<file path="config.mk">
export PLATFORM = sky130hd
export DESIGN_NAME = flag_combo_walker
export DESIGN_NICKNAME = d
export VERILOG_FILES = /design/src/rtl/walker_pkg.sv /design/src/rtl/flag_incr.sv /design/src/rtl/flag_legality.sv /design/src/rtl/flag_combo_walker.sv
export SDC_FILE = /design/constraint.sdc
export NUM_CORES = 1
export LEC_CHECK = 0
export BUFFER_PORTS_ARGS = -buffer_cell sky130_fd_sc_hd__buf_2
export CAP_MARGIN = 20
export CORE_UTILIZATION = 58
export DETAILED_ROUTE_END_ITERATION = 16
export GPL_ROUTABILITY_DRIVEN = 0
export PLACE_DENSITY_LB_ADDON = 0.3
export RECOVER_POWER = 100
export SLEW_MARGIN = 20
export SYNTH_ARGS = -nofsm -noshare
export SYNTH_HDL_FRONTEND = slang
export SYNTH_SLANG_ARGS = --single-unit
</file>
<file path="constraint.sdc">
create_clock -name clk -period 8.9 [get_ports clk]
set_clock_uncertainty 0.05 [all_clocks]
set_input_delay 1.335 -clock clk [delete_from_list [all_inputs] [get_ports clk]]
set_output_delay 1.335 -clock clk [all_outputs]
set_load 0.05 [all_outputs]
</file>
<file path="src/rtl/walker_pkg.sv">
package walker_pkg;

    // Walk control states
    typedef enum logic [1:0] {
        WK_READY = 2'd0,   // holding a legal setting, waiting for advance
        WK_SKIP  = 2'd1,   // stepping past illegal settings, one per clock
        WK_DONE  = 2'd2    // counter carried out of the top flag
    } walk_state_e;

    // Result of one increment attempt
    typedef struct packed {
        logic wrapped;     // carry left the top flag
        logic legal;       // incremented setting passes every rule
    } step_info_t;

    // Default flag positions for the 27-flag layout
    localparam int DEF_NUM_FLAGS   = 27;
    localparam int DEF_IDX_LRG     = 12;
    localparam int DEF_IDX_LRG_RSV = 15;
    localparam int DEF_IDX_KEY_AD  = 16;
    localparam int DEF_IDX_KEY_WD  = 17;
    localparam int DEF_IDX_USER    = 19;
    localparam int DEF_IDX_WRITE   = 20;
    localparam int DEF_IDX_FETCH   = 21;
    localparam int DEF_IDX_SXG_EN  = 25;
    localparam int DEF_IDX_KEY_EN  = 26;

    // Next control state from an increment attempt
    function automatic walk_state_e state_after_step(step_info_t s);
        if (s.wrapped)
            return WK_DONE;
        else if (s.legal)
            return WK_READY;
        else
            return WK_SKIP;
    endfunction

endpackage

</file>
<file path="src/rtl/flag_incr.sv">
module flag_incr #(
    parameter int W = 27
) (
    input  logic [W-1:0] cur,
    output logic [W-1:0] nxt,
    output logic         carry_out
);
    localparam int CW = W + 1;

    logic [CW-1:0] carry;

    assign carry[0] = 1'b1;

    // Ripple from flag 0 upward: a 0 becomes 1 and stops the carry,
    // a 1 is cleared and passes the carry on.
    for (genvar i = 0; i < W; i++) begin : g_ripple
        assign nxt[i]       = cur[i] ^ carry[i];
        assign carry[i + 1] = carry[i] & cur[i];
    end

    assign carry_out = carry[W];
endmodule

</file>
<file path="src/rtl/flag_legality.sv">
module flag_legality #(
    parameter int W           = 27,
    parameter int IDX_FETCH   = 21,
    parameter int IDX_WRITE   = 20,
    parameter int IDX_USER    = 19,
    parameter int IDX_SXG_EN  = 25,
    parameter int IDX_KEY_EN  = 26,
    parameter int IDX_KEY_AD  = 16,
    parameter int IDX_KEY_WD  = 17,
    parameter int IDX_LRG     = 12,
    parameter int IDX_LRG_RSV = 15
) (
    input  logic [W-1:0] vec,
    output logic         legal
);
    localparam int NUM_RULES = 4;

    logic [NUM_RULES-1:0] broken;

    always_comb begin
        broken[0] = vec[IDX_FETCH] & vec[IDX_WRITE];
        broken[1] = vec[IDX_USER]  & vec[IDX_SXG_EN];
        broken[2] = ~vec[IDX_KEY_EN] & (vec[IDX_KEY_AD] | vec[IDX_KEY_WD]);
        broken[3] = vec[IDX_LRG_RSV] & ~vec[IDX_LRG];
    end

    assign legal = ~|broken;
endmodule

</file>
<file path="src/rtl/flag_combo_walker.sv">
module flag_combo_walker
    import walker_pkg::*;
#(
    parameter int NUM_FLAGS   = DEF_NUM_FLAGS,
    parameter int IDX_FETCH   = DEF_IDX_FETCH,
    parameter int IDX_WRITE   = DEF_IDX_WRITE,
    parameter int IDX_USER    = DEF_IDX_USER,
    parameter int IDX_SXG_EN  = DEF_IDX_SXG_EN,
    parameter int IDX_KEY_EN  = DEF_IDX_KEY_EN,
    parameter int IDX_KEY_AD  = DEF_IDX_KEY_AD,
    parameter int IDX_KEY_WD  = DEF_IDX_KEY_WD,
    parameter int IDX_LRG     = DEF_IDX_LRG,
    parameter int IDX_LRG_RSV = DEF_IDX_LRG_RSV
) (
    input  logic                 clk,
    input  logic                 rst,
    input  logic                 start,
    input  logic                 advance,
    output logic [NUM_FLAGS-1:0] flags_o,
    output logic                 valid_o,
    output logic                 done_o
);
    localparam logic [NUM_FLAGS-1:0] ALL_ZERO = '0;

    walk_state_e          state_q;
    walk_state_e          state_d;
    logic [NUM_FLAGS-1:0] flags_q;
    logic [NUM_FLAGS-1:0] flags_d;
    logic [NUM_FLAGS-1:0] incr_vec;
    logic                 incr_carry;
    logic                 incr_legal;
    logic                 step_go;
    step_info_t           step_info;

    flag_incr #(
        .W(NUM_FLAGS)
    ) u_incr (
        .cur       (flags_q),
        .nxt       (incr_vec),
        .carry_out (incr_carry)
    );

    flag_legality #(
        .W           (NUM_FLAGS),
        .IDX_FETCH   (IDX_FETCH),
        .IDX_WRITE   (IDX_WRITE),
        .IDX_USER    (IDX_USER),
        .IDX_SXG_EN  (IDX_SXG_EN),
        .IDX_KEY_EN  (IDX_KEY_EN),
        .IDX_KEY_AD  (IDX_KEY_AD),
        .IDX_KEY_WD  (IDX_KEY_WD),
        .IDX_LRG     (IDX_LRG),
        .IDX_LRG_RSV (IDX_LRG_RSV)
    ) u_legal (
        .vec   (incr_vec),
        .legal (incr_legal)
    );

    // An increment happens on a request while ready, or on every clock while skipping.
    assign step_go = ((state_q == WK_READY) && advance) || (state_q == WK_SKIP);

    always_comb begin
        step_info.wrapped = incr_carry;
        step_info.legal   = incr_legal;
        state_d = state_q;
        flags_d = flags_q;
        if (start) begin
            state_d = WK_READY;
            flags_d = ALL_ZERO;
        end else if (step_go) begin
            state_d = state_after_step(step_info);
            flags_d = incr_carry ? ALL_ZERO : incr_vec;
        end
    end

    always_ff @(posedge clk) begin
        if (rst) begin
            state_q <= WK_READY;
            flags_q <= ALL_ZERO;
        end else begin
            state_q <= state_d;
            flags_q <= flags_d;
        end
    end

    assign flags_o = flags_q;
    assign valid_o = (state_q == WK_READY);
    assign done_o  = (state_q == WK_DONE);
endmodule

</file>
==> tab_implementation.tex, run 1 <==
\begin{tabular}{lr}
\hline
Metric & Value \\
\hline
\multicolumn{2}{l}{\textbf{Yosys}} \\
\quad Sequential-to-total area share from yosys stat & roughly 35\% \\
\quad Library cells used by synthesis & 23 \\
\quad Net count after synthesis & approximately 190 \\
\quad Synthesized instance count & between 150 and 200 \\
\quad Seq cells post-synth & 29 \\
\quad Warnings from Yosys & 0 \\
\quad Syn\_area\_per\_cell & between 10 and 15 µm² \\
\quad Area of the mapped netlist & 1680 µm² \\
\multicolumn{2}{l}{\textbf{Routing}} \\
\quad Number of antenna-violating nets in the routed design & 0 \\
\quad Wire length reported by the detailed router & slightly above 3000 µm \\
\quad Vias/cell & between 5 and 6 \\
\quad Mean routed wirelength per cell & about 14 µm \\
\quad Number of remaining DRC errors & 0 \\
\quad Total number of vias & between 1000 and 1500 \\
\quad Violation count after the first detailed-routing iteration & 25 \\
\quad Detailed-router iteration count before antenna repair & 4 \\
\multicolumn{2}{l}{\textbf{Critical path}} \\
\quad Crit start category & register \\
\quad WP data required & around 9100 ps \\
\quad Maximum single-stage delay on the critical path & 550 ps \\
\quad Data arrival, critical path & about 6400 ps \\
\quad Endpoint kind of the worst setup timing path & register \\
\quad Cell type with the highest occurrence count on the critical path & ha\_1 \\
\quad Critical-path maximum fanout & 25 \\
\quad Slowest cell on the critical path & inv\_1 \\
\quad WP buf/inv & 1 \\
\quad Setup CP Type & reg -> reg \\
\quad Cell family with the largest share of critical-path delay & adder cells \\
\multicolumn{2}{l}{\textbf{Clocking}} \\
\quad Post-CTS sizing & 0 \\
\quad CTS tree & yes \\
\quad Number of setup buffers added after CTS & 0 \\
\quad Clock-pin transition on the worst setup and hold timing paths & $\sim$90 ps \\
\quad Clock insertion delay at the later pin of the skew report & between 300 and 400 ps \\
\quad Number of levels the H-tree was split into & 2 \\
\quad Hold\_buf cts & 0 \\
\quad CTS Sinks & 29 \\
\quad Clock Tree Root & clkbuf\_4 \\
\quad Inserted Clock Buffers & 5 \\
\quad Clock buffer depth & 2 \\
\multicolumn{2}{l}{\textbf{Global route}} \\
\quad Layer with the highest usage after global routing & met2 \\
\quad Maximum number of pins on one net before global-route repair & 30 \\
\quad GR met3 Demand/Resource & 5.35\% \\
\quad Met2 Track Usage GR & roughly two fifths \\
\quad Via count of the first global-routing pass & roughly 1300 \\
\quad Initial antenna violation count & 0 \\
\quad Wire length of the first global-routing pass & approximately 5300 µm \\
\quad Met1 capacity usage during global routing & 22.7\% \\
\quad Total routing usage reported by global routing & a little over a fifth \\
\quad Gr ovfl total & 0 \\
\multicolumn{2}{l}{\textbf{STA}} \\
\quad Final setup fails & 0 \\
\quad Max Transition Viols Final & 0 \\
\quad Worst-Margin Slew & 763 ps \\
\quad Worst Setup Slack, final & between 2000 and 3000 ps \\
\quad Unrepaired setup endpoints after global routing & no \\
\quad Time the final worst path needs with I/O delays and setup & between 6000 and 7000 ps \\
\quad Setup\_tns & 0 ps \\
\quad Worst hold slack across all endpoints & 426 ps \\
\quad Maximum clock frequency & approximately 160 MHz \\
\quad Final Hold Fails & 0 \\
\quad Slew margin rel. & about half \\
\quad Period Utilization, post-route & around 70\% \\
\multicolumn{2}{l}{\textbf{Min path}} \\
\quad Worst hold path type & reg -> reg \\
\multicolumn{2}{l}{\textbf{Floorplan}} \\
\quad Die height & $\sim$56 µm \\
\quad Initial core utilization & between 60\% and 70\% \\
\quad Number of cell rows & 19 \\
\quad IO Count & 33 \\
\quad Area enclosed by the die boundary & 3110 µm² \\
\quad Placeable core area & 2760 µm² \\
\quad Die X & between 50 and 60 µm \\
\multicolumn{2}{l}{\textbf{Final layout}} \\
\quad Final Util & about three fifths \\
\quad Final std cell area, no fill & $\sim$1700 µm² \\
\quad Final nets & 222 \\
\quad Number of antenna cells inserted & 0 \\
\quad Number of fill cells in the layout & approximately 270 \\
\quad Finished Layout Cells & around 220 \\
\quad Synth-to-layout area growth & 0.224\% \\
\quad Share of layout cells above drive strength 1 & between 10\% and 20\% \\
\multicolumn{2}{l}{\textbf{Placed design}} \\
\quad Final HPWL from detailed placement & around 2100 µm \\
\quad Post-placement cell count & 216 \\
\quad Minimum setup slack after placement & around 2500 ps \\
\quad Total of buffers placed on input and output ports & 32 \\
\quad Post-DP Area & approximately 1800 µm² \\
\multicolumn{2}{l}{\textbf{Power and ir drop}} \\
\quad Leakage Power & roughly 0.68 nW \\
\quad Peak VDD IR & 0.112 mV \\
\quad Power Density & roughly 130 nW/µm² \\
\quad Post-layout power & between 200 and 250 µW \\
\multicolumn{2}{l}{\textbf{Flow run}} \\
\quad Maximum Capacitance Violations & 0 \\
\multicolumn{2}{l}{\textbf{Outcome}} \\
\quad Run status & complete, no violations \\
\hline
\end{tabular}
synth_stat cells (all sizes together):
cell type	count	area, µm²
a2111oi	1	8.76
or3	1	6.26
o21ba	1	10.0
o2111a	1	11.3
buf	9	98.8
ha	26	325
nand3	25	220
or2	1	6.26
nand2	29	109
a21oi	29	216
inv	3	11.3
o21ai	1	5.00
dfxtp	29	581
a22oi	1	7.51
o21bai	2	26.3
clkbuf	2	27.5
nor2	2	7.51
flip-flops by register name (all words and copies together), names as in the netlist:
| register | count |
|---|---|
| flags_o | 27 |
| state_q | 2 |
final timing paths:
check / from / end / slack [ps] / depth (start not counted)
worst max-delay path: flags_o[0] / flags_o[8] / 2660 / 29
worst min-delay path: flags_o[20] / flags_o[20] / 430 / 2
worst max register to register: flags_o[0] / flags_o[8] / 2660 / 29
worst min register to register: flags_o[20] / flags_o[20] / 430 / 2
tightest hold or removal path, cell delays in order, from the launching register on:
cell and delay, ps:
dfxtp_1 330, nand2_1 60, a21oi_1 50
power by group:
group | internal [mW] | switching, mW | leakage (nW) | total [mW]
Clock | 0.0372 | 0.0443 | 0.0314 | 0.0815
Sequential | 0.130 | 0.000289 | 0.234 | 0.130
Combinational | 0.00194 | 0.00839 | 0.413 | 0.0103
kinds of logic after synthesis:
logic type | Yosys count | synth area share (%)
and+or+nand+nor | 58 | 20.8
AOI/OAI and AO/OA | 36 | 17.0
DFF | 29 | 34.6
adders and majority gates | 26 | 19.4
buffers and inverters | 14 | 8.20
per-layer routing:
| metal | share of wire, % | routed length [µm] |
|---|---|---|
| met5 | 0 | 0 |
| met1 | 45 | 1360 |
| met3 | 3.3 | 102 |
| met4 | 1.6 | 50 |
| met2 | 50 | 1530 |
cell type report:
cell class,count,area [µm²],share of cell area [%]
tap,31,38.8,2.31
sequential,29,581,34.5
inverter,3,11.3,0.670
multi-input combinational,120,865,51.4
timing repair buffer,33,131,7.81
clock buffer,7,55.1,3.27
layout by cell type, fill, tap and decap left out:
cell,netlist,routed
buf_4,2,1
a22oi_1,1,1
clkbuf_8,2,1
a2111oi_0,1,1
nor2_1,2,2
ha_1,26,26
or3_1,1,1
o2111a_1,1,1
o21bai_1,1,1
buf_2,2,3
dfxtp_1,29,29
clkbuf_4,0,5
nand3_1,6,25
a21oi_2,19,19
a21oi_1,10,10
or2_2,1,1
clkbuf_1,0,30
o21bai_4,1,1
nand2_1,29,29
o21ba_1,1,1
o21ai_0,1,1
inv_1,3,3
No activity file was read; power rests on OpenSTA's default activity.
==> run 2, diff against run 1 <==
--- a/config.mk
+++ b/config.mk
@@ -7,7 +7,7 @@
 export LEC_CHECK = 0
 export BUFFER_PORTS_ARGS = -buffer_cell sky130_fd_sc_hd__buf_2
 export CAP_MARGIN = 20
-export CORE_UTILIZATION = 58
+export CORE_UTILIZATION = 49
 export DETAILED_ROUTE_END_ITERATION = 16
 export GPL_ROUTABILITY_DRIVEN = 0
 export PLACE_DENSITY_LB_ADDON = 0.3
==> constraint.sdc (replaced) <==
create_clock -name clk -period 5.2 [get_ports clk]
set_clock_uncertainty 0.05 [all_clocks]
set_input_delay 0.78 -clock clk [delete_from_list [all_inputs] [get_ports clk]]
set_output_delay 0.78 -clock clk [all_outputs]
set_load 0.05 [all_outputs]
==> run 2 against run 1 <==
Sequential power up 71%. Critical endpoint is now state_q[0]. Sequential share of layout area down 7.5 points. Final area up 30%. Utilization up 8.1 points.
==> tab_implementation.tex, run 2 (synthesis results as in run 1) <==
\begin{tabular}{lr}
\hline
Metric & Value \\
\hline
\multicolumn{2}{l}{\textbf{Outcome}} \\
\quad Run status & complete, no violations \\
\multicolumn{2}{l}{\textbf{Clocking}} \\
\quad Hold\_buf cts & 0 (unchanged) \\
\quad CTS Sinks & 29 (unchanged) \\
\quad Inserted Clock Buffers & 5 (unchanged) \\
\quad Clock insertion delay at the later pin of the skew report & 340 ps (+20 ps) \\
\quad Clock-pin transition on the worst setup and hold timing paths & 100 ps (about the same) \\
\quad Number of setup buffers added after CTS & 0 (unchanged) \\
\quad Clock buffer depth & 2 (unchanged) \\
\quad Clock Tree Root & clkbuf\_4 \\
\quad CTS tree & yes \\
\quad Number of levels the H-tree was split into & 2 (unchanged) \\
\multicolumn{2}{l}{\textbf{Final layout}} \\
\quad Finished Layout Cells & 242 (+8.5\%) \\
\quad Synth-to-layout area growth & 29.8\% \\
\quad Number of flip-flops in the largest register & 27 (unchanged) \\
\quad Highest-count cells in the layout ignoring fill and taps & 30 x clkbuf\_1, 29 x nand2\_1, 26 x ha\_4, 26 x dfxtp\_1 \\
\quad Final nets & 227 (+2.3\%) \\
\quad Number of antenna cells inserted & 0 (unchanged) \\
\quad Most common cell after layout, fill and taps aside & clkbuf\_1 \\
\quad Share of layout cells above drive strength 1 & 43.9\% (+28 points) \\
\multicolumn{2}{l}{\textbf{Global route}} \\
\quad Maximum number of pins on one net before global-route repair & 30 (unchanged) \\
\quad Initial antenna violation count & 0 (unchanged) \\
\quad Wire length of the first global-routing pass & 5750 µm (+8.9\%) \\
\quad Via count of the first global-routing pass & 1266 (-1.6\%) \\
\quad Gr ovfl total & 0 (unchanged) \\
\quad Total routing usage reported by global routing & 22.0\% (+0.31 points) \\
\multicolumn{2}{l}{\textbf{STA}} \\
\quad Unrepaired setup endpoints after global routing & yes \\
\quad Maximum clock frequency & 195 MHz (+22\%) \\
\quad Worst-Margin Slew & 801 ps (+37.8 ps) \\
\quad Slew margin rel. & 46.6\% (-2.5 points) \\
\quad Period Utilization, post-route & 98.8\% (+29 points) \\
\quad Time the final worst path needs with I/O delays and setup & 5140 ps (-1100 ps) \\
\quad Final setup fails & 0 (unchanged) \\
\quad Setup\_tns & 0 ps (unchanged) \\
\quad Max Transition Viols Final & 0 (unchanged) \\
\quad Final Hold Fails & 0 (unchanged) \\
\multicolumn{2}{l}{\textbf{Routing}} \\
\quad Detailed-router iteration count before antenna repair & 4 (unchanged) \\
\quad Wire length reported by the detailed router & 3540 µm (+16\%) \\
\quad Number of remaining DRC errors & 0 (unchanged) \\
\quad Number of antenna-violating nets in the routed design & 0 (unchanged) \\
\quad Vias/cell & 5.38 (-3.5\%) \\
\quad Total number of vias & 1301 (+4.8\%) \\
\quad Violation count after the first detailed-routing iteration & 49 (+96\%) \\
\quad Mean routed wirelength per cell & 14.6 µm (+7.1\%) \\
\multicolumn{2}{l}{\textbf{Floorplan}} \\
\quad Die X & 60.5 µm (+8.5\%) \\
\quad Area enclosed by the die boundary & 3660 µm² (+18\%) \\
\quad Number of cell rows & 20 (+1) \\
\quad Die height & 60.5 µm (+8.5\%) \\
\quad IO Count & 33 (unchanged) \\
\quad Initial core utilization & 53.2\% (-7.6 points) \\
\quad Placeable core area & 3150 µm² (+14\%) \\
\multicolumn{2}{l}{\textbf{Critical path}} \\
\quad Critical-path maximum fanout & 2 (-92\%) \\
\quad Data arrival, critical path & 5330 ps (-1110 ps) \\
\quad Setup CP Type & reg -> reg \\
\quad Endpoint kind of the worst setup timing path & register \\
\quad WP data required & 5390 ps (-3710 ps) \\
\quad Crit start category & register \\
\quad Maximum single-stage delay on the critical path & 360 ps (-190 ps) \\
\quad Slowest cell on the critical path & dfxtp\_4 \\
\quad Cell type with the highest occurrence count on the critical path & ha\_4 \\
\multicolumn{2}{l}{\textbf{Min path}} \\
\quad Worst hold path type & reg -> reg \\
\multicolumn{2}{l}{\textbf{Flow run}} \\
\quad Maximum Capacitance Violations & 0 (unchanged) \\
\multicolumn{2}{l}{\textbf{Placed design}} \\
\quad Post-placement cell count & 234 (+8.3\%) \\
\quad Total of buffers placed on input and output ports & 32 (unchanged) \\
\quad Final HPWL from detailed placement & 2510 µm (+20\%) \\
\multicolumn{2}{l}{\textbf{Power and ir drop}} \\
\quad Peak VDD IR & 0.114 mV (+2.2\%) \\
\quad Leakage Power & 0.632 nW (-6.9\%) \\
\quad Power Density & 173 nW/µm² (+31\%) \\
\hline
\end{tabular}
run 2: changes by cell type in the layout (fill, tap and decap cells not counted), moves of 2 or more:
cell      change
clkinv_2      +2
ha_4         +26
ha_1         -26
nand3_1      -19
buf_4         +5
nand3_2      +19
dfxtp_4       +2
dfxtp_1       -3
run 2: layer usage:
metal / global-route usage, % / wire length [µm] / vias to the layer above
li1: - / - / 641
met2: 36.3 / 1780 / 23
met4: 10.4 / 70 / 0
met1: 26.4 / 1580 / 629
met3: 6.40 / 110 / 8
met5: 0 / 0 / -
run 2: path summary, 6_finish.rpt:
kind | startpoint | to | slack [ps] | cells past startpoint
worst max-delay path | flags_o[0] | state_q[0] | 60 | 29
worst min-delay path | flags_o[2] | flags_o[2] | 450 | 2
worst max register to register | flags_o[0] | state_q[0] | 60 | 29
worst min register to register | flags_o[2] | flags_o[2] | 450 | 2
run 2: layout make-up:
cell class | instances | area [µm²]
clock buffers | 6 | 41.3
fillers | 274 | 975
well taps | 44 | 55.1
repair buffers | 38 | 169
clock inverters | 2 | 10.0
inverters | 3 | 11.3
flip-flops and latches | 29 | 589
multi-input cells | 120 | 1300
run 2: repair_timing:
action	4_1_cts	5_1_grt
setup endpoints to repair	1	21
pin swaps	2	5
gates resized for setup	4	4
gates cloned	0	0
run 2: per-stage QoR:
| stage | cell area, µm² | setup WS [ps] | utilization, % | total power [mW] | hold slack [ps] |
|---|---|---|---|---|---|
| final | 2180 | 62.0 | 69.1 | 0.376 | 446 |
| after global routing | 2180 | -55.3 | 69.1 | 0.394 | 471 |
| after CTS | 2180 | 2.54 | 69.2 | 0.382 | 432 |
| after detailed placement | 2100 | -121 | 66.6 | 0.248 | 419 |
| after global placement | 2100 | -16.2 | 66.6 | 0.248 | 405 |
| after floorplan | 1970 | 10.6 | - | 0.248 | 464 |
run 2: report_power, final:
part,internal [mW],switching [mW]
Sequential,0.222,0.000528
Clock,0.0514,0.0818
Combinational,0.00422,0.0166
Total,0.277,0.0989
run 2: critical path, delay by kind of cell, from the launching register on:
kind / cells / cell delay, ps
AO/OA/AOI/OAI: 3 / 550
adder cells (fa/ha/maj): 26 / 4040
flip-flops: 1 / 360
==> run 3, diff against run 2 <==
--- a/config.mk
+++ b/config.mk
@@ -7,10 +7,11 @@
 export LEC_CHECK = 0
 export BUFFER_PORTS_ARGS = -buffer_cell sky130_fd_sc_hd__buf_2
 export CAP_MARGIN = 20
-export CORE_UTILIZATION = 49
+export CORE_UTILIZATION = 51
+export CTS_BUF_LIST = sky130_fd_sc_hd__clkbuf_4 sky130_fd_sc_hd__clkbuf_8
 export DETAILED_ROUTE_END_ITERATION = 16
 export GPL_ROUTABILITY_DRIVEN = 0
-export PLACE_DENSITY_LB_ADDON = 0.3
+export PLACE_DENSITY = 0.79
 export RECOVER_POWER = 100
 export SLEW_MARGIN = 20
 export SYNTH_ARGS = -nofsm -noshare
==> run 3 against run 2 <==
Die area fell by 3.8%. Setup slack better by 3.9 ps. Clock-buffer cell count up 1. Global-route usage increased by 0.23 points. Total power is 7.0% higher. Critical path depth stayed put. Hold slack got worse by 0.63 ps. First-iteration DRC count fell by 4.1%. Utilization is 2.7 points higher. Sequential power hardly changed. Critical endpoint unchanged. Highest routed layer unchanged.
==> tab_implementation.tex, run 3 (synthesis results as in run 1) <==
\begin{tabular}{lr}
\hline
Metric & Value \\
\hline
\multicolumn{2}{l}{\textbf{Routing}} \\
\quad Violation count after the first detailed-routing iteration & 47 (-4.1\%) \\
\quad Total number of vias & 1297 (-0.31\%) \\
\quad Number of antenna-violating nets in the routed design & 0 (unchanged) \\
\quad Detailed-router iteration count before antenna repair & 4 (unchanged) \\
\quad Vias/cell & 5.32 (-1.1\%) \\
\quad Mean routed wirelength per cell & 14.6 µm (-0.32\%) \\
\quad Number of remaining DRC errors & 0 (unchanged) \\
\quad Wire length reported by the detailed router & 3560 µm (+0.51\%) \\
\multicolumn{2}{l}{\textbf{Placed design}} \\
\quad Post-DP Area & 2110 µm² (+0.36\%) \\
\quad Final HPWL from detailed placement & 2590 µm (+3.2\%) \\
\quad Total of buffers placed on input and output ports & 32 (unchanged) \\
\quad Post-placement cell count & 235 (+0.43\%) \\
\multicolumn{2}{l}{\textbf{Power and ir drop}} \\
\quad Leakage Power & 0.652 nW (+3.2\%) \\
\quad Power Density & 182 nW/µm² (+5.5\%) \\
\quad Peak VDD IR & 0.121 mV (+6.1\%) \\
\multicolumn{2}{l}{\textbf{STA}} \\
\quad Unrepaired setup endpoints after global routing & yes \\
\quad Worst hold slack across all endpoints & 445 ps (-0.633 ps) \\
\quad Max Transition Viols Final & 0 (unchanged) \\
\quad Time the final worst path needs with I/O delays and setup & 5130 ps (-3.90 ps) \\
\quad Slew margin rel. & 47.4\% (+0.82 points) \\
\quad Setup\_tns & 0 ps (unchanged) \\
\quad Period Utilization, post-route & 98.7\% (about the same) \\
\quad Maximum clock frequency & 195 MHz (about the same) \\
\quad Final setup fails & 0 (unchanged) \\
\quad Worst-Margin Slew & 789 ps (-12.3 ps) \\
\quad Final Hold Fails & 0 (unchanged) \\
\multicolumn{2}{l}{\textbf{Global route}} \\
\quad Maximum number of pins on one net before global-route repair & 30 (unchanged) \\
\quad Initial antenna violation count & 0 (unchanged) \\
\quad GR met3 Demand/Resource & 4.59\% (-1.8 points) \\
\quad Gr ovfl total & 0 (unchanged) \\
\quad Met1 capacity usage during global routing & 25.7\% (-0.70 points) \\
\quad Met2 Track Usage GR & 39.0\% (+2.7 points) \\
\quad Via count of the first global-routing pass & 1252 (-1.1\%) \\
\quad Wire length of the first global-routing pass & 5660 µm (-1.7\%) \\
\quad Layer with the highest usage after global routing & met2 \\
\quad Total routing usage reported by global routing & 22.2\% (+0.23 points) \\
\multicolumn{2}{l}{\textbf{Final layout}} \\
\quad Synth-to-layout area growth & 31.6\% \\
\quad Highest-count cells in the layout ignoring fill and taps & 29 x nand2\_1, 29 x clkbuf\_1, 26 x ha\_4, 26 x dfxtp\_1 \\
\quad Finished Layout Cells & 244 (+0.83\%) \\
\quad Number of fill cells in the layout & 261 (-4.7\%) \\
\quad Share of layout cells above drive strength 1 & 45.0\% (+1.1 points) \\
\quad Final std cell area, no fill & 2210 µm² (+1.4\%) \\
\quad Number of antenna cells inserted & 0 (unchanged) \\
\quad Number of flip-flops in the largest register & 27 (unchanged) \\
\quad Final nets & 229 (+0.88\%) \\
\multicolumn{2}{l}{\textbf{Critical path}} \\
\quad Setup CP Type & reg -> reg \\
\quad Slowest cell on the critical path & dfxtp\_4 \\
\quad Cell type with the highest occurrence count on the critical path & ha\_4 \\
\quad Data arrival, critical path & 5320 ps (about the same) \\
\quad Maximum single-stage delay on the critical path & 360 ps (about the same) \\
\quad Endpoint kind of the worst setup timing path & register \\
\quad WP data required & 5380 ps (about the same) \\
\quad Critical-path maximum fanout & 2 (unchanged) \\
\quad Crit start category & register \\
\multicolumn{2}{l}{\textbf{Floorplan}} \\
\quad Placeable core area & 3080 µm² (-2.4\%) \\
\quad IO Count & 33 (unchanged) \\
\quad Die X & 59.4 µm (-1.9\%) \\
\quad Area enclosed by the die boundary & 3520 µm² (-3.8\%) \\
\quad Number of cell rows & 20 (unchanged) \\
\quad Die height & 59.4 µm (-1.9\%) \\
\quad Initial core utilization & 54.5\% (+1.3 points) \\
\multicolumn{2}{l}{\textbf{Min path}} \\
\quad Worst hold path type & reg -> reg \\
\multicolumn{2}{l}{\textbf{Clocking}} \\
\quad CTS tree & yes \\
\quad Clock buffer depth & 2 (unchanged) \\
\quad Inserted Clock Buffers & 5 (unchanged) \\
\quad Hold\_buf cts & 0 (unchanged) \\
\quad Clock-pin transition on the worst setup and hold timing paths & 100 ps (about the same) \\
\quad Clock insertion delay at the later pin of the skew report & 330 ps (about the same) \\
\quad CTS Sinks & 29 (unchanged) \\
\quad Clock Tree Root & clkbuf\_4 \\
\quad Number of levels the H-tree was split into & 2 (unchanged) \\
\multicolumn{2}{l}{\textbf{Flow run}} \\
\quad Maximum Capacitance Violations & 0 (unchanged) \\
\multicolumn{2}{l}{\textbf{Outcome}} \\
\quad Run status & complete, no violations \\
\hline
\end{tabular}
## run 3: changes by cell type in the layout (fill, tap and decap cells not counted), sizes merged
cell    delta
clkinv     -1
buf        +2
clkbuf     +1
## run 3: layout make-up
class                   instances  area (µm²)  area share (%)
multi-input cells             120        1290            58.5
flip-flops and latches         29         589            26.7
repair buffers                 40         191            8.67
clock buffers                   7        65.1            2.95
well taps                      44        55.1            2.49
inverters                       3        11.3           0.510
clock inverters                 1        5.00           0.227
## run 3: repair_timing
item                                    in CTS  in global routing
pin swaps                                    1                  0
endpoints found under the setup margin       3                 26
setup buffers                                0                  1
gates resized for setup                      4                  7
## run 3: metrics by stage
step	power [mW]	utilization [%]	setup WS, ps
after floorplan	0.248	-	10.6
after global placement	0.248	68.5	-29.0
after detailed placement	0.248	68.5	-168
after CTS	0.408	71.1	1.85
after global routing	0.414	71.7	-59.4
final	0.403	71.7	65.9
## run 3: final timing paths
check,slack [ps],depth (start not counted),endpoint,start
max reg2reg,70,29,state_q[0],flags_o[0]
min reg2reg,440,2,flags_o[2],flags_o[2]
max,70,29,state_q[0],flags_o[0]
min,440,2,flags_o[2],flags_o[2]
## run 3: critical path: cells and delay by family (launching register included)
kind | cells | cell delay, ps
compound gates | 3 | 500
fa+ha+maj | 26 | 4120
flops | 1 | 360
## run 3: where the power goes
group	internal, mW	switching (mW)
clock	0.0783	0.0811
sequential	0.222	0.000481
combinational	0.00423	0.0168
total	0.304	0.0983
## run 3: routing by layer
metal	share of wire (%)	wire length (µm)
met3	3.2	113
met5	0	0
met4	1.8	65
met1	43	1530
met2	52	1840
